[config.mk]
export PLATFORM = sky130hd
export DESIGN_NAME = sio_shift_unit
export DESIGN_NICKNAME = d
export VERILOG_FILES = /design/src/rtl/sio_pkg.sv /design/src/rtl/sio_ctl_reg.sv /design/src/rtl/sio_clk_src.sv /design/src/rtl/sio_shift_core.sv /design/src/rtl/sio_shift_unit.sv
export SDC_FILE = /design/constraint.sdc
export NUM_CORES = 1
export LEC_CHECK = 0
export BUFFER_PORTS_ARGS = -buffer_cell sky130_fd_sc_hd__clkbuf_2
export CAP_MARGIN = 15
export CORE_MARGIN = 4
export CORE_UTILIZATION = 30
export CTS_CLUSTER_DIAMETER = 80
export DETAILED_ROUTE_END_ITERATION = 6
export PLACE_DENSITY = 0.64
export SLEW_MARGIN = 40
export SYNTH_ARGS = -nofsm -noshare
export SYNTH_HDL_FRONTEND = slang
export SYNTH_SLANG_ARGS = --single-unit
[constraint.sdc]
create_clock -name clk -period 2.6 [get_ports clk]
set_input_delay 0.13 -clock clk [delete_from_list [all_inputs] [get_ports clk]]
set_output_delay 0.13 -clock clk [all_outputs]
set_load 0.02 [all_outputs]
[src/rtl/sio_pkg.sv]
package sio_pkg;
    // Control register; bit positions are software visible
    typedef struct packed {
        logic sin_en;   // bit 3
        logic sout_en;  // bit 2
        logic sck_en;   // bit 1
        logic int_clk;  // bit 0
    } sio_ctl_t;
endpackage

[src/rtl/sio_ctl_reg.sv]
module sio_ctl_reg
    import sio_pkg::*;
(
    input  logic       clk,
    input  logic       rst_n,
    input  logic       wr_en,
    input  logic [3:0] wdata,
    output sio_ctl_t   ctl_o
);
    sio_ctl_t ctl_d, ctl_q;

    always_comb begin
        ctl_d = ctl_q;
        if (wr_en) ctl_d = sio_ctl_t'(wdata);
    end

    always_ff @(posedge clk) begin
        if (!rst_n) ctl_q <= '0;
        else        ctl_q <= ctl_d;
    end

    assign ctl_o = ctl_q;
endmodule

[src/rtl/sio_clk_src.sv]
module sio_clk_src #(
    parameter int HALF_DIV = 2
) (
    input  logic clk,
    input  logic rst_n,
    input  logic int_sel,
    input  logic busy,
    input  logic restart,
    input  logic ext_sck,
    output logic sck_o,
    output logic rise_o,
    output logic fall_o
);
    localparam int DIV_W = (HALF_DIV > 1) ? $clog2(HALF_DIV) : 1;

    typedef struct packed {
        logic             sck;
        logic [DIV_W-1:0] div;
        logic             s1;
        logic             s2;
        logic             s3;
    } clk_st_t;

    clk_st_t st_d, st_q;

    always_comb begin
        st_d   = st_q;
        rise_o = 1'b0;
        fall_o = 1'b0;
        st_d.s1 = ext_sck;
        st_d.s2 = st_q.s1;
        st_d.s3 = st_q.s2;
        if (restart) begin
            st_d.sck = 1'b1;
            st_d.div = '0;
        end else if (busy && int_sel) begin
            if (st_q.div == DIV_W'(HALF_DIV - 1)) begin
                st_d.div = '0;
                st_d.sck = ~st_q.sck;
                fall_o   = st_q.sck;
                rise_o   = ~st_q.sck;
            end else begin
                st_d.div = st_q.div + 1'b1;
            end
        end else begin
            st_d.sck = 1'b1;
            st_d.div = '0;
            if (busy) begin
                rise_o = st_q.s2 & ~st_q.s3;
                fall_o = ~st_q.s2 & st_q.s3;
            end
        end
    end

    always_ff @(posedge clk) begin
        if (!rst_n) st_q <= '{sck: 1'b1, div: '0, s1: 1'b1, s2: 1'b1, s3: 1'b1};
        else        st_q <= st_d;
    end

    assign sck_o = st_q.sck;
endmodule

[src/rtl/sio_shift_core.sv]
module sio_shift_core #(
    parameter int DATA_W = 8
) (
    input  logic              clk,
    input  logic              rst_n,
    input  logic              load,
    input  logic [DATA_W-1:0] load_val,
    input  logic              start_any,
    input  logic              restart,
    input  logic              rise,
    input  logic              fall,
    input  logic              sin_bit,
    input  logic              flag_clr,
    output logic [DATA_W-1:0] sr_o,
    output logic              sout_o,
    output logic              busy_o,
    output logic              done_o
);
    localparam int CNT_W = $clog2(DATA_W);

    typedef struct packed {
        logic [DATA_W-1:0] sr;
        logic              sout;
        logic [CNT_W-1:0]  cnt;
        logic              busy;
        logic              done;
    } core_st_t;

    core_st_t st_d, st_q;
    logic     last;

    always_comb begin
        st_d = st_q;
        last = 1'b0;
        if (rise && st_q.busy) begin
            st_d.sr  = {sin_bit, st_q.sr[DATA_W-1:1]};
            st_d.cnt = st_q.cnt + 1'b1;
            if (st_q.cnt == CNT_W'(DATA_W - 1)) begin
                st_d.busy = 1'b0;
                last      = 1'b1;
            end
        end
        if (fall && st_q.busy) st_d.sout = st_q.sr[0];
        if (load)              st_d.sr   = load_val;
        if (flag_clr)          st_d.done = 1'b0;
        if (last)              st_d.done = 1'b1;
        if (start_any)         st_d.done = 1'b0;
        if (restart) begin
            st_d.busy = 1'b1;
            st_d.cnt  = '0;
        end
    end

    always_ff @(posedge clk) begin
        if (!rst_n) st_q <= '{sr: '0, sout: 1'b1, cnt: '0, busy: 1'b0, done: 1'b0};
        else        st_q <= st_d;
    end

    assign sr_o   = st_q.sr;
    assign sout_o = st_q.sout;
    assign busy_o = st_q.busy;
    assign done_o = st_q.done;
endmodule

[src/rtl/sio_shift_unit.sv]
module sio_shift_unit
    import sio_pkg::*;
#(
    parameter int HALF_DIV = 2,
    parameter int DATA_W   = 8,
    localparam int NIB_W   = DATA_W / 2
) (
    input  logic              clk,
    input  logic              rst_n,
    input  logic              load_en,
    input  logic [NIB_W-1:0]  nib_lo,
    input  logic [NIB_W-1:0]  nib_hi,
    output logic [DATA_W-1:0] data_o,
    input  logic              start,
    input  logic              ctl_wr,
    input  logic [3:0]        ctl_wdata,
    output logic [3:0]        ctl_rdata,
    input  logic              ext_sck_i,
    output logic              sck_o,
    output logic              sck_oe,
    output logic              sout_o,
    input  logic              sin_i,
    input  logic              irq_en,
    output logic              irq_o,
    input  logic              irq_ack,
    input  logic              skip_test,
    output logic              skip_o,
    output logic              done_o
);
    sio_ctl_t ctl;
    logic     busy, rise, fall, sck_int, sout_q, go;

    assign go = start & ctl.sck_en;

    sio_ctl_reg u_ctl (
        .clk   (clk),
        .rst_n (rst_n),
        .wr_en (ctl_wr),
        .wdata (ctl_wdata),
        .ctl_o (ctl)
    );

    sio_clk_src #(.HALF_DIV(HALF_DIV)) u_clk (
        .clk     (clk),
        .rst_n   (rst_n),
        .int_sel (ctl.int_clk),
        .busy    (busy),
        .restart (go),
        .ext_sck (ext_sck_i),
        .sck_o   (sck_int),
        .rise_o  (rise),
        .fall_o  (fall)
    );

    sio_shift_core #(.DATA_W(DATA_W)) u_core (
        .clk       (clk),
        .rst_n     (rst_n),
        .load      (load_en),
        .load_val  ({nib_hi, nib_lo}),
        .start_any (start),
        .restart   (go),
        .rise      (rise),
        .fall      (fall),
        .sin_bit   (ctl.sin_en & sin_i),
        .flag_clr  (irq_ack | skip_test),
        .sr_o      (data_o),
        .sout_o    (sout_q),
        .busy_o    (busy),
        .done_o    (done_o)
    );

    assign ctl_rdata = ctl;
    assign sck_o     = sck_int;
    assign sck_oe    = ctl.sck_en & ctl.int_clk;
    assign sout_o    = ctl.sout_en ? sout_q : 1'b1;
    assign irq_o     = done_o & irq_en;
    assign skip_o    = skip_test & done_o;
endmodule

; ---- After elaboration in Yosys (flattened, before gate mapping)
; Cells that the tools add are included.
[totals]
regBits = 23
output_inout_bits = 18
inputBits = 22
word_cells = 60
[classes]
eq_ne = 1
add_sub_neg = 2
n_reduce_logical = 12
mux = 18
n_bitwise = 13
[ops]
columns = cell, n
row1 = 1-bit 2-to-1 mux, 16
row2 = 8-bit 2-to-1 mux, 2
row3 = 2-bit nonzero test, 4
row4 = 1-bit bitwise AND, 7
row5 = 1-bit inverter, 5
row6 = 2-bit OR reduction, 2
row7 = 4-bit OR reduction, 1
row8 = "3-bit by 1-bit adder with 3-bit output, second input constant", 1
row9 = "3-bit == test, second input constant", 1
row10 = 1-bit logical AND, 3
row11 = 3-bit OR reduction, 1
row12 = 2-bit AND reduction, 1
row13 = "1-bit adder, second input constant", 1
row14 = 1-bit OR, 1

; ---- Depth between registers and ports, before layout
[depth]
ltp_word = 8
ltp_mapped = 5
depth_no_buf = 5

; ---- Modules after synthesis
; A second synthesis with hierarchy kept.
[unflattened]
hier_cells = 120
area_unflattened_um2 = 1171.1
[modules_own_cells]
columns = module, area_per_inst_um2, instances, cells_each
row1 = sio_shift_core, 780.7, 1, 81
row2 = sio_clk_src, 188.9, 1, 19
row3 = sio_ctl_reg, 156.4, 1, 13
row4 = sio_shift_unit, 45.0, 1, 7

; ---- Least setup slack after synthesis
; Ideal clock, no wire load.
[synth_timing]
path_kind = reg2reg
from = reg u_clk.st_q (netlist bit u_clk.sck_o)
to = reg u_core.st_q[2] (netlist name)
slack_ns = 1.235
stages_incl_launch_ff = 5
arrival_time_ns = 1.295
setup_ns = 0.070
synth_period_minus_slack_ns = 1.365
path_buffers = 0
required_ns = 2.530
path_cell_list = dfxtp_1 nand2b_1 mux2_4 or3_1 a21oi_1
[synth_between]
elab_chain_len = 5
[synth_rtl]
columns = element, line
row1 = start: declaration, sio_clk_src.sv:24  ; clk_st_t st_d, st_q;
row2 = start signal: assignment, sio_clk_src.sv:56  ; if (!rst_n) st_q <= '{sck: 1'b1, div: '0, s1: 1'b1, s2: 1'b1, s3: 1'b1};
row3 = start signal: assignment, sio_clk_src.sv:57  ; else st_q <= st_d;
row4 = 1-bit inverter, sio_clk_src.sv:41  ; rise_o = ~st_q.sck;
row5 = 1-bit 2-to-1 mux, sio_clk_src.sv:37  ; if (st_q.div == DIV_W'(HALF_DIV - 1)) begin
row6 = 1-bit 2-to-1 mux, sio_clk_src.sv:36  ; end else if (busy && int_sel) begin
row7 = 1-bit 2-to-1 mux, sio_clk_src.sv:33  ; if (restart) begin
row8 = 1-bit logical AND, sio_shift_core.sv:35  ; if (rise && st_q.busy) begin
row9 = end signal: assignment, sio_shift_core.sv:55  ; if (!rst_n) st_q <= '{sr: '0, sout: 1'b1, cnt: '0, busy: 1'b0, done: 1'b0};
row10 = end signal: assignment, sio_shift_core.sv:56  ; else st_q <= st_d;
row11 = end: declaration, sio_shift_core.sv:29  ; core_st_t st_d, st_q;
; No other way between the ends.
; A chain may end at the register's enable or synchronous reset.

; ---- Worst setup path after layout
[layout_timing]
from = reg u_clk.st_q (netlist bit u_clk.st_d[0])
to = reg u_core.st_q (netlist bit u_core.done_o)
[layout_between]
elab_chain_len = 7
word_cells_on_any_way = 8
cone_classes = 5 x mux / 1 x bitwise / 2 x reduce/logical
[layout_rtl]
columns = element, line
row1 = 1-bit bitwise AND *, sio_clk_src.sv:49  ; rise_o = st_q.s2 & ~st_q.s3;
row2 = 1-bit 2-to-1 mux *, sio_clk_src.sv:48  ; if (busy) begin
row3 = 1-bit 2-to-1 mux *, sio_clk_src.sv:36
row4 = 1-bit 2-to-1 mux *, sio_clk_src.sv:33
row5 = 1-bit logical AND *, sio_shift_core.sv:35
row6 = 1-bit 2-to-1 mux *, sio_shift_core.sv:35
row7 = 1-bit 2-to-1 mux / 2-bit nonzero test (equally long branches), n/a
; Every way passes the cells marked *; elsewhere a longest branch is shown, timed or not.

==> results.tsv <==
stage	metric	value	unit
global_route	grt total ovfl	0	
yosys	simple-gate share of the synthesized area	15.9	%
detailed_routing	total number of vias	949	
yosys	synthesized area	0.00107	mm^2
sta	fin. max-slew vios	0	
final_layout	share of layout cells above drive strength 1	30.9	%
cts	worst-skew pair later-pin latency	0.30	ns
status	status	complete, no violations	
setup_path	Critical Path RT	2.84	ns
yosys	Syn Inst Count	122	
die	Die Height	67.7	um
yosys	Mapped Nets	146	
detailed_routing	WL/cell	12.8	um
sta	Tmin final	1.56	ns
yosys	register area share after synthesis	43.1	%
power	worst-case vdd ir drop	0.123	mV
setup_path	crit path max fanout	11	
min_path	Hold Startpoint	ext_sck_i	
setup_path	Critical Path AT	1.80	ns
setup_path	CP endpoint kind	flip-flop	
final_layout	commonest non-fill, non-tap cells in the layout	39 x clkbuf_2, 23 x dfxtp_1, 20 x o21ai_0	
detailed_routing	vias per inst	4.87	
sta	Final Hold Viols	0	
cts	Reg clk slew, reported paths	0.12	ns
setup_path	peak per-stage delay on the critical path	0.51	ns
cts	hold buffer count at CTS	0	
yosys	cell accounting for the most synthesized area	dfxtp_1	
setup_path	crit path launch	u_clk.st_d[0]$_SDFF_PN1_	
sta	Max Freq	640	MHz
die	core area	0.00339	mm^2
final_layout	synth-to-layout area growth	17.6	%
cts	Num CTS Buffers	3	
global_route	Total GRT Usage	10.9	%
final_layout	most common cell after layout, fill and taps aside	clkbuf_2	
global_route	first-pass GRT wire length	3840	um
placement	placed instance area	0.00123	mm^2
cts	clock sinks	23	
final_layout	Inserted Diodes	0	
die	IO Pins	40	
placement	IO Port Bufs	39	
cts	root buffer cell	clkbuf_4	
yosys	Synth Flop Type	dfxtp_1	
die	Initial Utilization	31.5	%
setup_path	R2R setup slack	1.04	ns
sta	period utilization	60.1	%
setup_path	crit start category	flip-flop	
min_path	WHS Path Cells	2	
sta	RSZ-0062 raised after global routing	false	
power	Pwr per Cell Area	502	mW/mm^2
final_layout	design area	0.00126	mm^2
yosys	FFs w/ async S/R, synth	0	%
min_path	min-delay worst type	input port to flip-flop	
cts	# Post-CTS Setup Buffers	0	
setup_path	CP max stage cell	mux2i_2	
setup_path	RR Startpoint	u_clk.st_d[0]$_SDFF_PN1_	
yosys	post-synthesis compound-gate area fraction	22.0	%
yosys	Syn Area/Cell	8.76	um^2
setup_path	FF-to-FF End	u_core.done_o$_SDFFE_PP0P_	
sta	Worst slew margin	58.1	%
yosys	top-area cell type share of the netlist area	43.1	%
yosys	Post-synth EDFFs	0	
die	Die X	67.7	um
detailed_routing	drt drc	0	
placement	HPWL Detailed	1890	um
global_route	initial antenna violation count	0	
detailed_routing	1st-pass router iterations	4	
setup_path	R2R depth	4	
cts	H-tree depth	1	
cts	CTS resizes	0	
cts	clock buffer depth	2	
setup_path	CP cell instances	or2b_1, mux2i_2, a32oi_1, nor3b_1	
yosys	number of synthesized register bits	23	
sta	# setup viols final	0	
global_route	largest net degree at the start of global routing	20	
yosys	xor-xnor portion of the synthesized cell area	0	%
sta	Worst-Margin Slew	0.616	ns
detailed_routing	Antenna Nets Post-Route	0	
yosys	Post-Synth Adder-Cell Area	2.34	%
die	Row Count	21	
yosys	Distinct cells, synth	27	
global_route	vias in the first global route	854	
yosys	top cells by area, synth	dfxtp_1 43%, o21ai_0 9.4%, buf_4 6.3%, mux2i_1 5.6%, a21oi_1 4.7%	
placement	GP Congestion	0.784	
final_layout	Final Net Count	174	
setup_path	Worst Setup Path Type	flip-flop to flip-flop	
yosys	largest family of logic cells by synthesized area	compound AO/OA/AOI/OAI gates	
detailed_routing	DRT iter0 DRCs	39	
sta	setup TNS	0	ns
die	Die ar.	0.00458	mm^2
yosys	Yosys warnings	0	
sta	Final Skew	0.00368	ns
cts	CTS tree	yes	
detailed_routing	Routed WL	2500	um
yosys	mux cell area share after synthesis	7.03	%
flow_run	number of max-cap violations	0	
power	P_leak	0.537	nW
min_path	Min-Delay Endpoint	u_clk.st_d[1]$_SDFF_PN1_	
how the worst max path moves through the flow:
stage | slack [ns] | depth (start not counted) | end
2_1_floorplan | 1.24 | 4 | u_core.st_q[2]$_SDFFE_PP0P_
3_3_place_gp | 0.95 | 4 | u_core.done_o$_SDFFE_PP0P_
3_5_place_dp | 0.86 | 4 | u_core.done_o$_SDFFE_PP0P_
4_1_cts | 0.84 | 4 | u_core.done_o$_SDFFE_PP0P_
5_1_grt | 0.88 | 4 | u_core.sr_o[7]$_SDFFE_PN0P_
6_report | 1.04 | 4 | u_core.done_o$_SDFFE_PP0P_
where the power goes:
| group | leakage [nW] | internal, mW | switching [mW] | total, mW |
|---|---|---|---|---|
| combinational | 0.333 | 0.0368 | 0.0541 | 0.0909 |
| clock | 0.0150 | 0.0598 | 0.101 | 0.160 |
| sequential | 0.189 | 0.368 | 0.0116 | 0.379 |
metal layers:
metal  GRT usage (%)  share of wire, %
met1            14.1                45
met2            17.9                49
met3            1.83               6.4
met4            4.56              0.32
met5               0                 0
state kept, by name, summed over array words and instances, names as in the netlist:
name and cells:
u_ctl.ctl_o 4, u_core.sr_o 8, u_core.busy_o 1, u_core.done_o 1, u_core.st_q 3, u_clk.st_q 2, u_clk.st_d 2, u_core.sout_o 1
u_clk.sck_o 1
layout make-up:
cell class                      count  area [um^2]
Sequential cell                    23          460
Tap cell                           46         57.6
Inverter                            2         7.51
Multi-Input combinational cell     81          509
Timing Repair Buffer               39          195
Fill cell                         362         2130
Clock buffer                        4         26.3
cells by family (layout without fill, tap and decap cells):
| kind of cell | Yosys count | in the layout |
|---|---|---|
| mux | 7 | 7 |
| fa+ha+maj | 2 | 2 |
| simple gates | 30 | 30 |
| compound gates | 42 | 42 |
| flops | 23 | 23 |
| buf+inv | 18 | 45 |
worst max-delay path, delay by kind of cell (launching register included):
kind,cells,cell delay (ns)
and+or+nand+nor,2,0.45
AOI/OAI and AO/OA,1,0.19
DFF,1,0.35
muxes,1,0.51
through the flow:
stage	utilization, %	setup WS, ns	power [mW]	hold slack [ns]	instances
finish	37.1	1.04	0.631	0.00759	195
global placement	36.2	0.950	0.475	0.326	191
floorplan	-	1.24	0.452	0.203	122
global route	37.1	0.883	0.664	0.00725	195
CTS	37.0	0.840	0.638	0.00585	195
detailed placement	36.2	0.861	0.479	0.326	191
cell usage after synthesis (2+ instances only):
library cell  number
dfxtp_1           23
nand3_1            3
ha_1               2
o21ai_0           20
nand2b_1           7
clkbuf_1           6
nor2b_1            4
nor2_1             2
a21oi_1           10
mux2i_1            6
buf_4              9
a31oi_1            8
and2_1             4
inv_1              2
nand2_1            4
Power figures use the tool's default switching activity.
